$ cat src/rtl/pflag_fifo_pkg.sv
package pflag_fifo_pkg;
  // Strobes issued by the control to the datapath in one cycle.
  typedef struct packed {
    logic clear;  // empty the storage, zero pointers and output
    logic push;   // store wrData at the write pointer
    logic pop;    // move the oldest stored word into rdData
  } fifo_strobe_t;
endpackage

$ cat src/rtl/pflag_fifo_dp.sv
module pflag_fifo_dp
  import pflag_fifo_pkg::*;
#(
  parameter int DATA_W = 8,
  parameter int DEPTH  = 16
) (
  input  logic              clk,
  input  fifo_strobe_t      strobe,
  input  logic [DATA_W-1:0] wrData,
  output logic [DATA_W-1:0] rdData
);
  localparam int ADDR_W = $clog2(DEPTH);

  logic [DATA_W-1:0] mem [DEPTH];
  logic [ADDR_W-1:0] wrPtr;
  logic [ADDR_W-1:0] rdPtr;

  always_ff @(posedge clk) begin
    if (strobe.push && !strobe.clear) mem[wrPtr] <= wrData;
  end

  always_ff @(posedge clk) begin
    if (strobe.clear) begin
      wrPtr  <= '0;
      rdPtr  <= '0;
      rdData <= '0;
    end else begin
      if (strobe.push) wrPtr <= wrPtr + 1'b1;
      if (strobe.pop) begin
        rdData <= mem[rdPtr];
        rdPtr  <= rdPtr + 1'b1;
      end
    end
  end

  // a clear strobe returns both pointers to the first location
  a_r11_ptr_clear: assert property (@(posedge clk)
    strobe.clear |=> (wrPtr == '0 && rdPtr == '0 && rdData == '0));

  // an idle cycle leaves the output register untouched
  a_r12_out_hold: assert property (@(posedge clk)
    (!strobe.clear && !strobe.pop) |=> $stable(rdData));
endmodule

$ cat src/rtl/pflag_fifo_ctrl.sv
module pflag_fifo_ctrl
  import pflag_fifo_pkg::*;
#(
  parameter int DEPTH = 16
) (
  input  logic                       clk,
  input  logic                       mrstN,
  input  logic                       prstN,
  input  logic                       fwftSel,
  input  logic                       wrEn,
  input  logic                       rdEn,
  input  logic [$clog2(DEPTH):0]     aeOffset,
  input  logic [$clog2(DEPTH):0]     afOffset,
  output fifo_strobe_t               strobe,
  output logic                       emptyOrN,
  output logic                       fullIrN,
  output logic                       halfN,
  output logic                       almostEmptyN,
  output logic                       almostFullN
);
  localparam int CNT_W = $clog2(DEPTH) + 1;
  localparam logic [CNT_W-1:0] DEPTH_C = CNT_W'(DEPTH);
  localparam logic [CNT_W-1:0] HALF_C  = CNT_W'(DEPTH / 2);

  logic             fwftMode;
  logic             outValid;
  logic [CNT_W-1:0] memCnt;
  logic [CNT_W-1:0] memCntNext;
  logic [CNT_W-1:0] total;
  logic [CNT_W-1:0] freeSpace;
  logic             inReset;
  logic             pushOk;
  logic             popMem;

  assign inReset   = !mrstN || !prstN;
  assign total     = memCnt + {{(CNT_W-1){1'b0}}, outValid};
  assign freeSpace = DEPTH_C - total;
  assign pushOk    = wrEn && (total != DEPTH_C);
  assign popMem    = (memCnt != '0) && (fwftMode ? (!outValid || rdEn) : rdEn);

  always_comb begin
    strobe.clear = inReset;
    strobe.push  = pushOk && !inReset;
    strobe.pop   = popMem && !inReset;
    case ({pushOk, popMem})
      2'b10:   memCntNext = memCnt + 1'b1;
      2'b01:   memCntNext = memCnt - 1'b1;
      default: memCntNext = memCnt;
    endcase
  end

  always_ff @(posedge clk) begin
    if (!mrstN) begin
      fwftMode <= fwftSel;
      memCnt   <= '0;
      outValid <= 1'b0;
    end else if (!prstN) begin
      memCnt   <= '0;
      outValid <= 1'b0;
    end else begin
      memCnt <= memCntNext;
      if (fwftMode) begin
        if (popMem)     outValid <= 1'b1;
        else if (rdEn)  outValid <= 1'b0;
      end
    end
  end

  always_comb begin
    if (fwftMode) begin
      emptyOrN = !outValid;
      fullIrN  = (total == DEPTH_C);
    end else begin
      emptyOrN = (memCnt != '0);
      fullIrN  = (total != DEPTH_C);
    end
    halfN        = !(total > HALF_C);
    almostEmptyN = !(total <= aeOffset);
    almostFullN  = !(freeSpace <= afOffset);
  end

  // the count never passes the depth
  a_r7_no_overflow: assert property (@(posedge clk) disable iff (!mrstN)
    total <= DEPTH_C);

  // a full FIFO with no read stays full, the write is dropped
  a_r7_full_hold: assert property (@(posedge clk) disable iff (!mrstN)
    (prstN && total == DEPTH_C && !rdEn) |=> (total == DEPTH_C));

  // mode only changes under master reset
  a_r2_mode_held: assert property (@(posedge clk) disable iff (!mrstN)
    mrstN |=> $stable(fwftMode));

  // in fall-through mode a stored word loads the empty output register
  a_r5_fall_through: assert property (@(posedge clk) disable iff (!mrstN)
    (prstN && fwftMode && !outValid && memCnt != '0) |=> outValid);

  // partial reset empties the FIFO
  a_r11_prst_empty: assert property (@(posedge clk) disable iff (!mrstN)
    !prstN |=> (memCnt == '0 && !outValid));
endmodule

$ cat src/rtl/pflag_fifo.sv
module pflag_fifo
  import pflag_fifo_pkg::*;
#(
  parameter int DATA_W = 8,
  parameter int DEPTH  = 16
) (
  input  logic                   clk,
  input  logic                   mrstN,
  input  logic                   prstN,
  input  logic                   fwftSel,
  input  logic                   wrEn,
  input  logic [DATA_W-1:0]      wrData,
  input  logic                   rdEn,
  output logic [DATA_W-1:0]      rdData,
  input  logic [$clog2(DEPTH):0] aeOffset,
  input  logic [$clog2(DEPTH):0] afOffset,
  output logic                   emptyOrN,
  output logic                   fullIrN,
  output logic                   halfN,
  output logic                   almostEmptyN,
  output logic                   almostFullN
);
  fifo_strobe_t strobe;

  pflag_fifo_ctrl #(.DEPTH(DEPTH)) ctrl_i (
    .clk(clk), .mrstN(mrstN), .prstN(prstN), .fwftSel(fwftSel),
    .wrEn(wrEn), .rdEn(rdEn), .aeOffset(aeOffset), .afOffset(afOffset),
    .strobe(strobe), .emptyOrN(emptyOrN), .fullIrN(fullIrN),
    .halfN(halfN), .almostEmptyN(almostEmptyN), .almostFullN(almostFullN)
  );

  pflag_fifo_dp #(.DATA_W(DATA_W), .DEPTH(DEPTH)) dp_i (
    .clk(clk), .strobe(strobe), .wrData(wrData), .rdData(rdData)
  );
endmodule

$ cat config.mk
export PLATFORM = sky130hd
export DESIGN_NAME = pflag_fifo
export DESIGN_NICKNAME = d
export VERILOG_FILES = /design/src/rtl/pflag_fifo_pkg.sv /design/src/rtl/pflag_fifo_dp.sv /design/src/rtl/pflag_fifo_ctrl.sv /design/src/rtl/pflag_fifo.sv
export SDC_FILE = /design/constraint.sdc
export NUM_CORES = 1
export LEC_CHECK = 0
export BUFFER_PORTS_ARGS = -buffer_cell sky130_fd_sc_hd__buf_2
export CAP_MARGIN = 20
export CORE_MARGIN = 5
export CORE_UTILIZATION = 41
export CTS_CLUSTER_DIAMETER = 50
export CTS_CLUSTER_SIZE = 14
export DETAILED_ROUTE_END_ITERATION = 10
export SLEW_MARGIN = 20
export SYNTH_ARGS = -nofsm -noshare
export SYNTH_HDL_FRONTEND = slang
export SYNTH_HIERARCHICAL = 1
export SYNTH_SLANG_ARGS = --single-unit
$ cat constraint.sdc
create_clock -name clk -period 3.7 [get_ports clk]
set_clock_uncertainty 0.1 [all_clocks]
set_input_delay 0.37 -clock clk [delete_from_list [all_inputs] [get_ports clk]]
set_output_delay 0.37 -clock clk [all_outputs]
set_load 0.02 [all_outputs]
=== After elaboration in Yosys (flattened, before gate mapping) ===
Memory sizes are Yosys's and may differ from the RTL's. A register that Yosys moved wholly into a read port is not among the register bits.
Cells that the tools add are included.

* $add $sub $neg: 6
* Magnitude comparators: 3
* Equality and inequality tests: 4
* Muxes and demuxes: 8
* Reduce and logical (&&, ||, !) cells: 19

{| class="wikitable"
|+ Operators by type and width
! kind !! number
|-
| 5-bit <= comparator || 2
|-
| 5-bit case mux with 2 select lines || 1
|-
| 4-bit by 1-bit adder with 4-bit output (second input constant) || 2
|-
| 1-bit logical NOT || 7
|-
| 1-bit 2-to-1 mux || 7
|-
| 5-bit by 1-bit adder with 5-bit output || 1
|-
| 5-bit by 1-bit adder with 5-bit output (second input constant) || 1
|-
| 5-bit equality test (second input constant) || 1
|-
| 5-bit by 4-bit greater-than comparator with 1-bit output (second input constant) || 1
|-
| 1-bit logical AND || 5
|-
| 5-bit inequality test (second input constant) || 1
|-
| 5-bit nonzero test || 1
|-
| 5-bit by 1-bit subtractor with 5-bit output (second input constant) || 1
|-
| 5-bit subtractor (first input constant) || 1
|-
| 2-bit AND reduction || 2
|-
| 2-bit nonzero test || 2
|-
| 2-bit by 1-bit equality test with 1-bit output (second input constant) || 1
|-
| 2-bit equality test (second input constant) || 1
|-
| 1-bit logical OR || 2
|}

* Bits in registers: 15
* RAM bits: 128
* Bits of input ports: 24
* Output and inout bits: 13
* Logic and storage cells: 46
* Memories: 1

{| class="wikitable"
|+ Memory list
! memory !! words !! bits a word !! rd ports !! clocked after memory_dff !! wr ports !! RTL line !! RTL
|-
| dp_i.mem || 16 || 8 || 1 || 1 || 1 || pflag_fifo_dp.sv:14 || <nowiki>logic [DATA_W-1:0] mem [DEPTH];</nowiki>
|}

=== Longest topological paths before layout ===
* Depth in word-level cells: 7
* Mapped depth: 17
* Depth with buffers taken out: 16

=== Cells and area by module ===
Netlist, hierarchy kept.

{| class="wikitable"
|+ Modules (own cells, without submodules)
! module !! instances !! cells each !! area each (um^2) !! sequential area each (um^2)
|-
| pflag_fifo_dp || 1 || 301 || 5634.2 || 4164.0
|-
| pflag_fifo_ctrl || 1 || 119 || 960.9 || 150.1
|}

=== Least setup slack after synthesis ===
Ideal clock, no wire load.

* Path kind: reg2reg
* From: register ctrl_i.memCnt[0]
* To: register ctrl_i.memCnt[4]
* Library setup time: 117 ps
* Data arrival time: 3021 ps
* Required time: 3483 ps
* Path slack: 462 ps
* Stages on the path, launching flop included: 18
* Path buffers: 1
* Period minus slack after synthesis: 3238 ps
* Cells stage by stage: dfxtp_1 -> ha_1 -> xor2_1 -> inv_1 -> ha_1 -> inv_1 -> or2_1 -> nor2_1 -> ha_1 -> nand2b_1 -> ha_1 -> buf_2 -> xor2_1 -> ha_1 -> nor2b_1 -> o32ai_1 -> mux2i_1 -> nand2_1

* Word-level cells in the longest chain between the ends: 5
* Elaborated cells on any way between the ends: 11
* Classes of those cells: add/sub: 3; eq/ne: 3; mux: 1; reduce/logical: 4

{| class="wikitable"
|+ RTL lines
! what !! RTL line !! RTL
|-
| start, declared || pflag_fifo_ctrl.sv:27 || <nowiki>logic [CNT_W-1:0] memCnt;</nowiki>
|-
| start signal, assigned || pflag_fifo_ctrl.sv:61 || <nowiki>memCnt <= memCntNext;</nowiki>
|-
| 5-bit by 1-bit adder with 5-bit output || pflag_fifo_ctrl.sv:36 || <nowiki>assign total = memCnt + {{(CNT_W-1){1'b0}}, outValid};</nowiki>
|-
| 5-bit inequality test || pflag_fifo_ctrl.sv:38 || <nowiki>assign pushOk = wrEn && (total != DEPTH_C);</nowiki>
|-
| 1-bit logical AND || pflag_fifo_ctrl.sv:38 ||
|-
| 2-bit by 1-bit equality test with 1-bit output / 2-bit equality test (equally long branches) || pflag_fifo_ctrl.sv:45 || <nowiki>case ({pushOk, popMem})</nowiki>
|-
| 5-bit case mux with 2 select lines / 2-bit nonzero test (equally long branches) || n/a ||
|}

Several ways; a longest one is shown, not always the timed one.
A chain may end at the register's enable or synchronous reset.

=== Worst setup path after layout ===
* From: register ctrl_i.outValid
* To: register ctrl_i.memCnt[4]

* Word-level cells in the longest chain between the ends: 6
* Elaborated cells on any way between the ends: 11
* Classes of those cells: add/sub: 1; eq/ne: 3; mux: 2; reduce/logical: 5

{| class="wikitable"
|+ RTL lines
! what !! RTL line !! RTL
|-
| start, declared || pflag_fifo_ctrl.sv:26 || <nowiki>logic outValid;</nowiki>
|-
| start signal, assigned || pflag_fifo_ctrl.sv:56 || <nowiki>outValid <= 1'b0;</nowiki>
|-
| start signal, assigned || pflag_fifo_ctrl.sv:59 || <nowiki>outValid <= 1'b0;</nowiki>
|-
| start signal, assigned || pflag_fifo_ctrl.sv:63 || <nowiki>if (popMem) outValid <= 1'b1;</nowiki>
|-
| branches (longest 6 deep; another with 5-bit by 1-bit adder with 5-bit output) || n/a ||
|}

Parallel ways; which one is timed is not known.

==> impl_metrics.json <==
{
  "yosysSeqAreaShare_pct": 65.4,
  "drive_above_1_share_pct": 26.5,
  "finalMaxSlewViolations": 0,
  "grt_usage_pct": 15.2,
  "ant_nets": 0,
  "core_area_um2": 15800,
  "io_pins": 37,
  "final_common_cell": "edfxtp_1",
  "p_leak_nw": 2.64,
  "first_pass_iters": 7,
  "clockBufferDepth": 2,
  "post_cts_buffers": 0,
  "cts_tree": "done",
  "crit_family": "adder cells",
  "rows": 46,
  "start_kind": "flop",
  "synth_adder_area_share_pct": 4.17,
  "fmax_ghz": 0.298,
  "wire_per_inst_um": 18.7,
  "syn-num-nets": 466,
  "crit_path_frequent_cell": "ha_1",
  "synth-simple-area-share_pct": 7.34,
  "area.growth.synth_to_final_pct": 16.2,
  "dieArea_um2": 18700,
  "outcome": "finished, final reports clean",
  "ys_top_cells_by_area": "edfxtp_1, dfxtp_1, mux4_2",
  "layout_common_cells": "edfxtp_1, buf_2, mux2_2",
  "synth-seq-cells": 151,
  "critical_path_class": "flop to flop",
  "postCtsHoldBufs": 0,
  "grt_pass1_wl_mm": 21.2,
  "dpl.hpwl_mm": 8.81,
  "synthFlopType": "edfxtp_1",
  "fp.dieW_um": 137,
  "synth.largest_area_cell": "edfxtp_1",
  "grt_max_degree": 23,
  "fin_setup_tns_ns": 0,
  "n_antenna_cell": 0,
  "n_fill_cell": 1362,
  "synth_edf_count": 129,
  "synth_compound_area_share_pct": 6.36,
  "wl_mm": 13.1,
  "synth_top_family_by_area": "multiplexers",
  "path_buf_inv": 2,
  "clk_pin_slew_ns": 0.06,
  "synth.distinct_cells": 47,
  "holdWs_ns": 0.0302,
  "ir_worst_vdd_mv": 0.320,
  "relSlewSlack_pct": 42.7,
  "drc": 0,
  "critPathMaxStageDelay_ns": 0.35,
  "rsz0062_at_grt": "false",
  "path_cells": "ha_1, xor2_2, inv_1, ha_1, inv_1, or2_1, nor2_1, ha_1, nand2b_1, ha_2, xor2_1, ha_1, nor2b_1, o32ai_1, mux2i_1, nand2_1",
  "syn_area_um2": 6600,
  "hp-class": "input port to flop",
  "finalHoldViolCount": 0,
  "synthXorXnorAreaFrac_pct": 2.35,
  "cts-root-buf": "clkbuf_16",
  "viasPerCell": 5.23,
  "ys_warn_count": 6,
  "drtIter0Drc": 225,
  "synth_top_area_share_pct": 58.7,
  "htree_levels": 4,
  "grt_pass1_vias": 3871,
  "antenna_found_initial": 0,
  "worstMarginPinSlew_ns": 0.837,
  "r2r_slack_ns": 0.35,
  "synthCells": 420,
  "grt_overflow_total": 0,
  "muxShareOfSynthArea_pct": 11.7,
  "worst_path_max_delay_cell": "dfxtp_1",
  "start_util_pct": 41.7,
  "clk_latency_ns": 0.41,
  "num_vias": 3655,
  "finish.net_count": 516,
  "critPathArrivalTime_ns": 3.56,
  "p_per_area_nw_per_um2": 514,
  "worst-endpoint-required_ns": 3.90,
  "die_y_um": 137,
  "crit_fanout": 9,
  "fin_crit_ns": 3.35,
  "async_flop_share_pct": 0,
  "place.gp.congestion": 0.763,
  "syn_area_per_cell_um2": 15.7,
  "finalCritPeriodShare_pct": 90.6,
  "portBuffers": 36,
  "report.final.setup_viol": 0,
  "cts_sinks": 151,
  "cts_buffers": 17,
  "drv_cap": 0,
  "crit_path_end_kind": "flop"
}
[final cells by class]
cell class / instances / area [um2] / share of cell area, %
repair buffers: 50 / 298 / 3.89
clock buffers: 23 / 448 / 5.85
flip-flops and latches: 151 / 4320 / 56.3
inverters: 15 / 56.3 / 0.735
clock inverters: 9 / 155 / 2.03
well taps: 216 / 270 / 3.53
multi-input cells: 235 / 2120 / 27.6
[report_power, final]
part / leakage (nW) / internal [mW] / switching, mW
Combinational: 1.02 / 0.128 / 0.170
Clock: 0.278 / 1.13 / 0.640
Sequential: 1.34 / 1.85 / 0.0165
Total: 2.64 / 3.11 / 0.826
[worst register-to-register path, stage by stage (launching register included)]
cell	delay (ns)
dfxtp_1	0.35
ha_1	0.24
xor2_2	0.16
inv_1	0.06
ha_1	0.17
inv_1	0.04
or2_1	0.24
nor2_1	0.12
ha_1	0.20
nand2b_1	0.19
ha_2	0.30
xor2_1	0.10
ha_1	0.25
nor2b_1	0.15
o32ai_1	0.28
mux2i_1	0.22
nand2_1	0.07
[cells in the mapped netlist, drive strengths merged (5+ instances only)]
| cell type | number |
|---|---|
| a2111oi | 8 |
| a211oi | 9 |
| a21oi | 8 |
| a221o | 8 |
| and2 | 16 |
| buf | 16 |
| dfxtp | 22 |
| edfxtp | 129 |
| ha | 22 |
| inv | 15 |
| mux2 | 24 |
| mux2i | 14 |
| mux4 | 16 |
| nand2 | 11 |
| nand4 | 5 |
| nor2 | 20 |
| nor2b | 14 |
| o21ai | 5 |
| o22ai | 8 |
| xnor2 | 9 |
| xor2 | 7 |
[registers in the layout, summed over array words and instances, names as in the netlist]
name	count
dp_i/mem	128
dp_i/rdData	8
dp_i/rdPtr	4
dp_i/wrPtr	4
ctrl_i/memCnt	5
ctrl_i/outValid	1
ctrl_i/fwftMode	1
[layer usage]
metal | up-vias | global-route usage [%] | part of all wire (%)
met5 | - | 0 | 0
met4 | 0 | 4.16 | 0.81
met2 | 69 | 25.8 | 51
li1 | 1734 | - | -
met1 | 1844 | 19.3 | 44
met3 | 8 | 4.15 | 4.0
[stage by stage]
step	cells	instance area [um2]	setup WS, ns	total power [mW]	util, %
floorplan	420	6600	0.462	2.11	-
global placement	667	7040	0.266	2.20	44.5
detailed placement	667	7040	0.144	2.21	44.5
CTS	699	7650	0.114	3.97	48.3
global route	699	7660	0.00754	4.09	48.4
finish	699	7660	0.349	3.94	48.4
[repair_timing]
action	CTS	global route
hold endpoints to repair	0	0
setup endpoints to repair	0	106
resized for setup	0	5
[final timing paths]
kind | from | to | depth (start not counted)
worst min-delay path | fwftSel | ctrl_i/fwftMode | 1
worst max register to register | ctrl_i/outValid | ctrl_i/memCnt[4] | 16
worst max-delay path | ctrl_i/outValid | ctrl_i/memCnt[4] | 16
worst min register to register | dp_i/rdData[2] | dp_i/rdData[2] | 1
[cell families after synthesis]
| kind of cell | after synthesis |
|---|---|
| flops | 151 |
| simple gates | 88 |
| compound gates | 55 |
| mux | 54 |
| buf+inv | 34 |
| fa+ha+maj | 22 |
| xor+xnor | 16 |
Power figures use the tool's default switching activity.
